## src/rtl/cfg_loader_pkg.sv

```systemverilog
package cfg_loader_pkg;

    localparam int DW = 8;
    localparam int CW = 32;
    localparam logic [CW-1:0] CRC_POLY = 32'h04C1_1DB7;
    localparam logic [CW-1:0] CRC_SEED = 32'hFFFF_FFFF;

    typedef enum logic [1:0] {
        LD_IDLE  = 2'd0,
        LD_READ  = 2'd1,
        LD_CHECK = 2'd2
    } ld_state_e;

    typedef struct packed {
        logic          we;
        logic [DW-1:0] data;
    } wr_beat_t;

    // advance the CRC register by one byte, MSB first
    function automatic logic [CW-1:0] crc_step(input logic [CW-1:0] c, input logic [DW-1:0] b);
        logic [CW-1:0] r;
        logic          fb;
        r = c;
        for (int i = DW - 1; i >= 0; i--) begin
            fb = r[CW-1] ^ b[i];
            r  = {r[CW-2:0], 1'b0} ^ (fb ? CRC_POLY : '0);
        end
        return r;
    endfunction

endpackage

```

## src/rtl/cfg_crc32.sv

```systemverilog
module cfg_crc32
    import cfg_loader_pkg::*;
(
    input  logic          clk,
    input  logic          rst,
    input  logic          init,
    input  logic          en,
    input  logic [DW-1:0] din,
    output logic [CW-1:0] crc
);
    always_ff @(posedge clk) begin
        if (rst || init)
            crc <= CRC_SEED;
        else if (en)
            crc <= crc_step(crc, din);
    end
endmodule

```

## src/rtl/cfg_seq.sv

```systemverilog
module cfg_seq
    import cfg_loader_pkg::*;
#(
    parameter int AW = 8
) (
    input  logic          clk,
    input  logic          rst,
    input  logic          sw_load,
    input  logic          ee_valid,
    input  logic          ee_nack,
    input  logic [DW-1:0] ee_data,
    input  logic [CW-1:0] crc,
    output logic          ee_req,
    output logic [AW-1:0] ee_addr,
    output logic          busy,
    output logic          start,
    output logic          crc_en,
    output logic          wr_we,
    output logic [AW-1:0] wr_addr,
    output logic [DW-1:0] wr_data,
    output logic          done_ok,
    output logic          done_bad,
    output logic          done_absent
);
    localparam logic [AW-1:0] LAST_A = '1;
    localparam logic [AW-1:0] CRC_A  = LAST_A - AW'(3);
    localparam logic [AW-1:0] CTRL_A = CRC_A - AW'(1);
    localparam logic [DW-1:0] HOLD_M = DW'(1) << (DW - 1);

    ld_state_e     state;
    logic [AW-1:0] addr;
    logic [DW-1:0] ctrl_q;
    logic [CW-1:0] crc_exp;
    wr_beat_t      beat;
    logic          match;
    logic          take;

    assign match   = (crc_exp == ~crc);
    assign take    = (state == LD_READ) && ee_valid && !ee_nack;
    assign ee_req  = (state == LD_READ);
    assign ee_addr = addr;
    assign busy    = (state != LD_IDLE);
    assign start   = sw_load && (state == LD_IDLE);
    assign crc_en  = take && (addr < CRC_A);

    assign done_absent = (state == LD_READ) && ee_nack && (addr == '0);
    assign done_bad    = ((state == LD_READ) && ee_nack && (addr != '0))
                       || ((state == LD_CHECK) && !match);
    assign done_ok     = (state == LD_CHECK) && match;

    assign wr_we   = beat.we;
    assign wr_data = beat.data;

    always_ff @(posedge clk) begin
        if (rst) begin
            state   <= LD_READ;
            addr    <= '0;
            ctrl_q  <= '0;
            crc_exp <= '0;
            beat    <= '0;
            wr_addr <= '0;
        end else begin
            beat.we <= 1'b0;
            unique case (state)
                LD_IDLE: begin
                    if (start) begin
                        state <= LD_READ;
                        addr  <= '0;
                    end
                end
                LD_READ: begin
                    if (ee_nack) begin
                        state <= LD_IDLE;
                    end else if (ee_valid) begin
                        if (addr < CRC_A) begin
                            beat.we   <= 1'b1;
                            wr_addr   <= addr;
                            beat.data <= (addr == CTRL_A) ? (ee_data & ~HOLD_M) : ee_data;
                            if (addr == CTRL_A)
                                ctrl_q <= ee_data;
                        end else begin
                            crc_exp <= {crc_exp[CW-DW-1:0], ee_data};
                        end
                        addr <= addr + AW'(1);
                        if (addr == LAST_A)
                            state <= LD_CHECK;
                    end
                end
                LD_CHECK: begin
                    state <= LD_IDLE;
                    if (match) begin
                        beat.we   <= 1'b1;
                        wr_addr   <= CTRL_A;
                        beat.data <= ctrl_q;
                    end
                end
                default: state <= LD_IDLE;
            endcase
        end
    end
endmodule

```

## src/rtl/cfg_status.sv

```systemverilog
module cfg_status (
    input  logic clk,
    input  logic rst,
    input  logic start,
    input  logic done_ok,
    input  logic done_bad,
    input  logic done_absent,
    output logic stop,
    output logic initd,
    output logic led,
    output logic lock
);
    always_ff @(posedge clk) begin
        if (rst || start) begin
            stop  <= 1'b0;
            initd <= 1'b0;
            led   <= 1'b0;
            lock  <= 1'b0;
        end else begin
            if (done_ok)
                initd <= 1'b1;
            if (done_bad) begin
                stop <= 1'b1;
                led  <= 1'b1;
            end
            if (done_absent)
                lock <= 1'b1;
        end
    end
endmodule

```

## src/rtl/cfg_loader.sv

```systemverilog
module cfg_loader
    import cfg_loader_pkg::*;
#(
    parameter int AW = 8
) (
    input  logic          clk,
    input  logic          rst,
    input  logic          sw_load,
    input  logic          sio_clk_in,
    output logic          ee_req,
    output logic [AW-1:0] ee_addr,
    input  logic          ee_valid,
    input  logic          ee_nack,
    input  logic [7:0]    ee_data,
    output logic          cfg_we,
    output logic [AW-1:0] cfg_addr,
    output logic [7:0]    cfg_wdata,
    output logic          stat_stop,
    output logic          stat_load,
    output logic          stat_initd,
    output logic          fault_led,
    output logic          eclk_lock,
    output logic          eclk_out
);
    logic [CW-1:0] crc;
    logic          start, crc_en;
    logic          done_ok, done_bad, done_absent;

    cfg_seq #(.AW(AW)) u_seq (
        .clk(clk), .rst(rst), .sw_load(sw_load),
        .ee_valid(ee_valid), .ee_nack(ee_nack), .ee_data(ee_data), .crc(crc),
        .ee_req(ee_req), .ee_addr(ee_addr), .busy(stat_load), .start(start),
        .crc_en(crc_en), .wr_we(cfg_we), .wr_addr(cfg_addr), .wr_data(cfg_wdata),
        .done_ok(done_ok), .done_bad(done_bad), .done_absent(done_absent)
    );

    cfg_crc32 u_crc (
        .clk(clk), .rst(rst), .init(start), .en(crc_en), .din(ee_data), .crc(crc)
    );

    cfg_status u_stat (
        .clk(clk), .rst(rst), .start(start),
        .done_ok(done_ok), .done_bad(done_bad), .done_absent(done_absent),
        .stop(stat_stop), .initd(stat_initd), .led(fault_led), .lock(eclk_lock)
    );

    assign eclk_out = sio_clk_in && !stat_load && !eclk_lock;
endmodule

```

## config.mk

```make
export PLATFORM = sky130hd
export DESIGN_NAME = cfg_loader
export DESIGN_NICKNAME = d
export VERILOG_FILES = /design/src/rtl/cfg_loader_pkg.sv /design/src/rtl/cfg_crc32.sv /design/src/rtl/cfg_seq.sv /design/src/rtl/cfg_status.sv /design/src/rtl/cfg_loader.sv
export SDC_FILE = /design/constraint.sdc
export NUM_CORES = 1
export LEC_CHECK = 0
export CAP_MARGIN = 20
export CORE_ASPECT_RATIO = 0.8
export CORE_MARGIN = 3
export CORE_UTILIZATION = 30
export CTS_CLUSTER_DIAMETER = 40
export DETAILED_ROUTE_END_ITERATION = 10
export GPL_ROUTABILITY_DRIVEN = 0
export GPL_TIMING_DRIVEN = 0
export SETUP_SLACK_MARGIN = 0.15
export SLEW_MARGIN = 20
export SYNTH_ARGS = -nofsm -noshare
export SYNTH_HDL_FRONTEND = slang
export SYNTH_SLANG_ARGS = --single-unit
```

## constraint.sdc

```tcl
create_clock -name clk -period 1.95 [get_ports clk]
set_input_delay 0.2925 -clock clk [delete_from_list [all_inputs] [get_ports clk]]
set_output_delay 0.2925 -clock clk [all_outputs]
set_load 0.01 [all_outputs]
```

## Word level (Yosys, flattened, before mapping)

Index checks and enable logic that the tools add are counted.

| word-level totals | value |
|---|---|
| register bits after elaboration | 102 |
| output and inout bits | 32 |

| cells by class | value |
|---|---|
| muxes and demuxes | 28 |
| $add $sub $neg | 1 |
| reductions and logical operators | 28 |
| magnitude comparators | 1 |
| bitwise operators | 19 |
| equal/unequal tests | 12 |

Operators by type and width:

| operator | number |
|---|---|
| $xor A32 B32 Y32 | 8 |
| $mux W27 | 8 |
| $mux W8 | 8 |
| $mux W9 | 4 |
| $eq A32 B32 Y1 | 1 |
| $not A32 Y32 | 1 |
| $pmux W8 S2 | 2 |
| $pmux W9 S2 | 1 |
| $eq A8 B8 Y1 const B | 2 |
| $logic_and A1 B1 Y1 | 11 |
| $reduce_and A5 Y1 | 2 |
| $add A8 B1 Y8 const B | 1 |
| $logic_not A8 Y1 | 1 |
| $lt A8 B8 Y1 const B | 1 |
| $mux W2 | 4 |
| $ne A2 B1 Y1 const B | 4 |
| $reduce_and A4 Y1 | 2 |
| $reduce_bool A8 Y1 | 1 |
| $xor A1 B1 Y1 | 8 |
| $ne A3 B1 Y1 const B | 2 |
| $reduce_bool A2 Y1 | 3 |
| $logic_not A1 Y1 | 4 |
| $pmux W2 S2 | 1 |
| $reduce_and A3 Y1 | 1 |
| other kinds (6) | 8 |

## Logic depth before layout (Yosys ltp)

| depth | value |
|---|---|
| depth in word-level cells | 24 |
| depth in mapped cells | 9 |
| gate-level depth less buffers | 7 |

## Modules after synthesis

From an unflattened synthesis, not the netlist that was laid out.

| second synthesis, totals | value |
|---|---|
| cells, all modules | 621 |
| area total of the unflattened synthesis | 5418.9 um^2 |

Modules (own cells, without submodules):

| module | area each (um^2) | instances | cells an instance |
|---|---|---|---|
| cfg_seq | 3458.3 | 1 | 418 |
| cfg_crc32 | 1854.3 | 1 | 192 |
| cfg_status | 93.8 | 1 | 10 |
| cfg_loader | 12.5 | 1 | 1 |

## Least setup slack after synthesis

OpenSTA, ideal clock, no wires.

| path | value |
|---|---|
| kind | register to register |
| from | reg u_seq.state[1] |
| to | reg u_seq.addr[6], in the netlist u_seq.ee_addr[6] |
| slack | 0.024 ns |
| stages on the path, launching flop included | 8 |
| clock period less this slack | 1.926 ns |
| data arrival time | 1.797 ns |
| path through | dfxtp_1 inv_1 ha_1 nand3b_1 a2111oi_0 nand3_1 xor2_1 nor2_1 |

RTL lines:

| item | line | source |
|---|---|---|
| from (decl) | cfg_seq.sv:30 | `ld_state_e state;` |
| from (signal assigned) | cfg_seq.sv:56 | `state <= LD_READ;` |
| from (signal assigned) | cfg_seq.sv:67 | `state <= LD_READ;` |
| from (signal assigned) | cfg_seq.sv:73 | `state <= LD_IDLE;` |
| $eq A2 B1 Y1 (*) | n/a |  |
| via ee_req | cfg_loader.sv:10 | `output logic ee_req,` |
| $ne A2 B2 Y1 (no source line), or another cell as far along | n/a |  |
| $reduce_and A4 Y1 (no source line) | n/a |  |
| to (signal assigned) | cfg_seq.sv:84 | `addr <= addr + AW'(1);` |
| to (decl) | cfg_seq.sv:31 | `logic [AW-1:0] addr;` |

Mark *: on every way through the listed nets, which the timed path passes. The rest lies on a longest branch.
A chain may end at the register's enable or synchronous reset.

## Final worst setup path

| path | value |
|---|---|
| from | reg u_seq.state[0] |
| to | reg u_seq.wr_addr[2] |

| between the ends | value |
|---|---|
| word-level cells in the longest chain between the ends | 3 |

RTL lines:

| item | line | source |
|---|---|---|
| $eq A2 B2 Y1 / $eq A2 B1 Y1 (equally long branches) | cfg_seq.sv:64 | `unique case (state)` |
| $ne A2 B1 Y1 (no source line), or another cell as far along | n/a |  |
| $reduce_and A5 Y1 (no source line) | n/a |  |
| to (signal assigned) | cfg_seq.sv:77 | `wr_addr <= addr;` |
| to (decl) | cfg_seq.sv:19 | `output logic [AW-1:0] wr_addr,` |

Several ways; a longest one is shown, not always the timed one.

==> flow_summary.rst <==
.. list-table::
   :header-rows: 1

   * - Metric
     - Value
   * - Result of the run
     - finished clean
   * - Count of flip-flops with a built-in enable after synthesis
     - 0
   * - Most instantiated flip-flop cell in the synthesis netlist
     - sky130_fd_sc_hd__dfxtp_1
   * - CP cell instances
     - inv_4, ha_4, inv_2, a2111o_1, and2_4, buf_8, o311a_1
   * - Chip width
     - 153.1 um
   * - Combinational fraction of design power
     - 34.7%
   * - Syn Std Cell Area
     - 0.005195 mm2
   * - Worst skew pair latency
     - 0.34 ns
   * - Number of H-tree levels
     - 3
   * - Sequential power share
     - 35.9%
   * - Die H
     - 123.7 um
   * - Required time at the worst-slack endpoint
     - 2.18 ns
   * - Family with the most delay on the worst path
     - compound AO/OA/AOI/OAI gates
   * - Share of power burned in the clock network
     - 29.4%
   * - Static leakage power
     - 0.002688 uW
   * - Final number of max-transition violations
     - 0
   * - Initial core utilization
     - 30.99%
   * - Final routed wirelength across all metal layers
     - 16,360 um
   * - P per Cell Area
     - 922.8 mW/mm2
   * - Clock root buffer
     - sky130_fd_sc_hd__clkbuf_16
   * - Final critical-path share of the clock period
     - 96.78%
   * - Final setup skew
     - 0.005699 ns
   * - Int Pwr
     - 4517 uW
   * - Placed cells
     - 851
   * - Detailed Route Iter0 Violations
     - 384
   * - First-pass GRT wire length
     - 25,220 um
   * - Grt ovf
     - 0
   * - Instance count of the mapped netlist
     - 586
   * - Clock tree from TritonCTS
     - built
   * - Unrepaired setup endpoints after global routing
     - yes
   * - Buf/Inv on CP
     - 3
   * - Count of endpoints failing hold in the final timing report
     - 0
   * - Number of endpoints failing setup at the final stage
     - 0
   * - Path type of the worst setup path
     - flip-flop to flip-flop
   * - Area of the core region
     - 0.01676 mm2
   * - Final HPWL DP
     - 11,490 um
   * - Synthesized net count
     - 605
   * - Clock transition time at the flip-flop clock pins of the worst setup and hold paths
     - 0.07 ns
   * - I/O pin count
     - 46
   * - Aggregate global-route resource usage
     - 17.15%
   * - Maximum single-stage delay on the critical path
     - 0.39 ns
   * - Area of the die
     - 0.01894 mm2
   * - Normalized max-slew margin
     - 59.07%
   * - Via total after detailed routing
     - 4,710
   * - Maximum count of clock buffers along a single path
     - 2
   * - Syn_area_per_cell
     - 8.865 um2
   * - Ratio of routed vias to standard cells
     - 5.125
   * - Core Rows
     - 42
   * - Maximum number of pins on one net before global-route repair
     - 16
   * - Number of antenna violations at the first check in global routing
     - 0
   * - Yosys synthesis warning count
     - 0
   * - Fillers
     - 1,588
   * - Achievable frequency
     - 529.9 MHz
   * - Cell variety after synth
     - 54
   * - Final design instance area without fill
     - 0.007182 mm2
   * - Synthesis-to-layout area growth
     - 38.25%
   * - Number of global-route vias before repair
     - 4,346
   * - Sequential share of the synthesized area
     - 39.31%
   * - Slew at the pin closest to its max-slew limit
     - 0.6140 ns
   * - IR drop worst, VDD
     - 461.0 uV
   * - Setup tns final
     - 0 ns
   * - Detailed Routing Iterations Pass 1
     - 5
   * - Number of clock buffers inserted by TritonCTS
     - 9
   * - Async SR Flop Fraction
     - 0%
   * - Buffers added on ports
     - 45
   * - Flop and latch count out of synthesis
     - 102
   * - Worst-path maximum fanout
     - 5
   * - Share of cells above drive strength 1
     - 25.61%
   * - Clock net sink count
     - 102
   * - Arrival time worst endpoint
     - 2.12 ns
   * - Worst slack on hold paths
     - 0.3588 ns
   * - Final-stage net count
     - 713
   * - Number of max-cap violations
     - 0
   * - Final cell count without fillers
     - 919
   * - Sw Share
     - 31.84%
   * - Worst setup SP type
     - flip-flop
   * - Worst hold-check path type
     - input port to flip-flop
   * - Worst path slowest cell
     - sky130_fd_sc_hd__a2111o_1
   * - Type of destination of the critical path
     - flip-flop
   * - Post-detailed-placement cell area
     - 0.005972 mm2
   * - Reported net switching power
     - 2110 uW
   * - Remaining routing DRC violations
     - 0
   * - Count of antenna-violating nets left after detailed routing
     - 0
   * - Inserted Diodes
     - 0
   * - Post-detailed-route wirelength per cell
     - 17.81 um
   * - Period minus WS final
     - 1.887 ns
## stage by stage
stage	setup WS, ns	utilization, %	total power [uW]
floorplan	0.1534	-	3637
global placement	-0.7090	35.62	4141
detailed placement	-0.7212	35.62	4145
CTS	0.05310	41.24	6438
global route	-0.01377	42.84	6885
finish	0.06277	42.84	6628
## power by group through the flow
stage               clock (uW)  sequential (uW)  combinational [uW]
floorplan                    0             2380                1260
global placement             0             2410                1730
detailed placement           0             2410                1730
CTS                       1970             2370                2100
global route              2040             2390                2450
finish                    1950             2380                2300
## Yosys cell counts (8+ instances only)
cell,number,area (um2)
sky130_fd_sc_hd__o21ai_0,13,65.06
sky130_fd_sc_hd__inv_1,19,71.32
sky130_fd_sc_hd__xnor2_1,75,656.9
sky130_fd_sc_hd__nor2_1,21,78.83
sky130_fd_sc_hd__clkbuf_1,27,101.4
sky130_fd_sc_hd__a21oi_1,63,315.3
sky130_fd_sc_hd__nand2_1,90,337.8
sky130_fd_sc_hd__nand4_1,11,68.82
sky130_fd_sc_hd__nand3_1,12,60.06
sky130_fd_sc_hd__xor2_1,21,183.9
sky130_fd_sc_hd__o211ai_1,17,127.6
sky130_fd_sc_hd__nor4_1,11,68.82
sky130_fd_sc_hd__dfxtp_1,102,2042
sky130_fd_sc_hd__mux2i_1,8,80.08
## cell type report
| type | instances | area, um2 | area share (%) |
|---|---|---|---|
| plain buffers | 32 | 210.2 | 2.927 |
| clock buffers | 12 | 246.5 | 3.432 |
| clock inverters | 4 | 70.07 | 0.9756 |
| inverters | 20 | 77.57 | 1.080 |
| multi-input cells | 432 | 3327 | 46.32 |
| flip-flops and latches | 102 | 2101 | 29.25 |
| well taps | 220 | 275.3 | 3.833 |
| repair buffers | 97 | 874.6 | 12.18 |
## layout by cell type (no fill, tap or decap), types with 17 or more instances in the layout
cell type	netlist	layout
sky130_fd_sc_hd__nand2_1	90	89
sky130_fd_sc_hd__xnor2_1	75	71
sky130_fd_sc_hd__dfxtp_1	102	71
sky130_fd_sc_hd__a21oi_1	63	59
sky130_fd_sc_hd__buf_4	1	53
sky130_fd_sc_hd__clkdlybuf4s50_1	0	34
sky130_fd_sc_hd__dfxtp_2	0	23
sky130_fd_sc_hd__nor2_1	21	20
sky130_fd_sc_hd__xor2_1	21	18
sky130_fd_sc_hd__o211ai_1	17	17
## layer usage
layer	GRT usage [%]	vias to the layer above	wire length, um	share of wire, %
met4	3.450	0	162	0.99
met1	26.42	2260	8178	50
li1	-	2269	-	-
met2	24.34	167	6812	42
met5	0	-	0	0
met3	3.856	14	1210	7.4
## state kept, by name (all words and copies together), names as in the netlist
register	count
u_seq.wr_we	1
u_seq.ctrl_q	8
u_stat.led	1
u_stat.lock	1
u_seq.crc_exp	32
u_stat.initd	1
u_crc.crc	32
u_seq.ee_addr	8
u_seq.wr_data	8
u_seq.state	2
u_seq.wr_addr	8
## worst reg2reg max path, delay by kind of cell (launching register included)
kind,cells,cell delay [ns]
fa+ha+maj,1,0.26
flops,1,0.38
simple gates,1,0.20
compound gates,2,0.72
buf+inv,3,0.21
## cells by family (layout without fill, tap and decap cells)
group / count (synthesis) / count (layout) / share of synthesized area [%]
and+or+nand+nor: 171 / 171 / 15.63
AOI/OAI and AO/OA: 139 / 139 / 17.36
xor gates and xnor gates: 109 / 109 / 20.93
DFF: 102 / 102 / 39.31
buffers and inverters: 52 / 165 / 4.022
muxes: 8 / 8 / 1.541
adders and majority gates: 5 / 5 / 1.204
## timing repair
action | in CTS | in global routing
pin swaps | 36 | 21
gates cloned | 1 | 0
gates resized for setup | 95 | 51
setup buffers | 36 | 15
hold buffers | 0 | 0
setup endpoints to repair | 101 | 97
## worst paths after layout
path	cells past startpoint	end	startpoint	slack [ns]
hold reg to reg	2	u_seq.wr_addr[1]	u_seq.wr_addr[1]	0.46
setup reg to reg	7	u_seq.wr_addr[2]	u_seq.state[0]	0.06
setup / recovery	7	u_seq.wr_addr[2]	u_seq.state[0]	0.06
hold / removal	3	u_seq.crc_exp[4]	ee_data[4]	0.36
(Power assumes the default switching activity.)
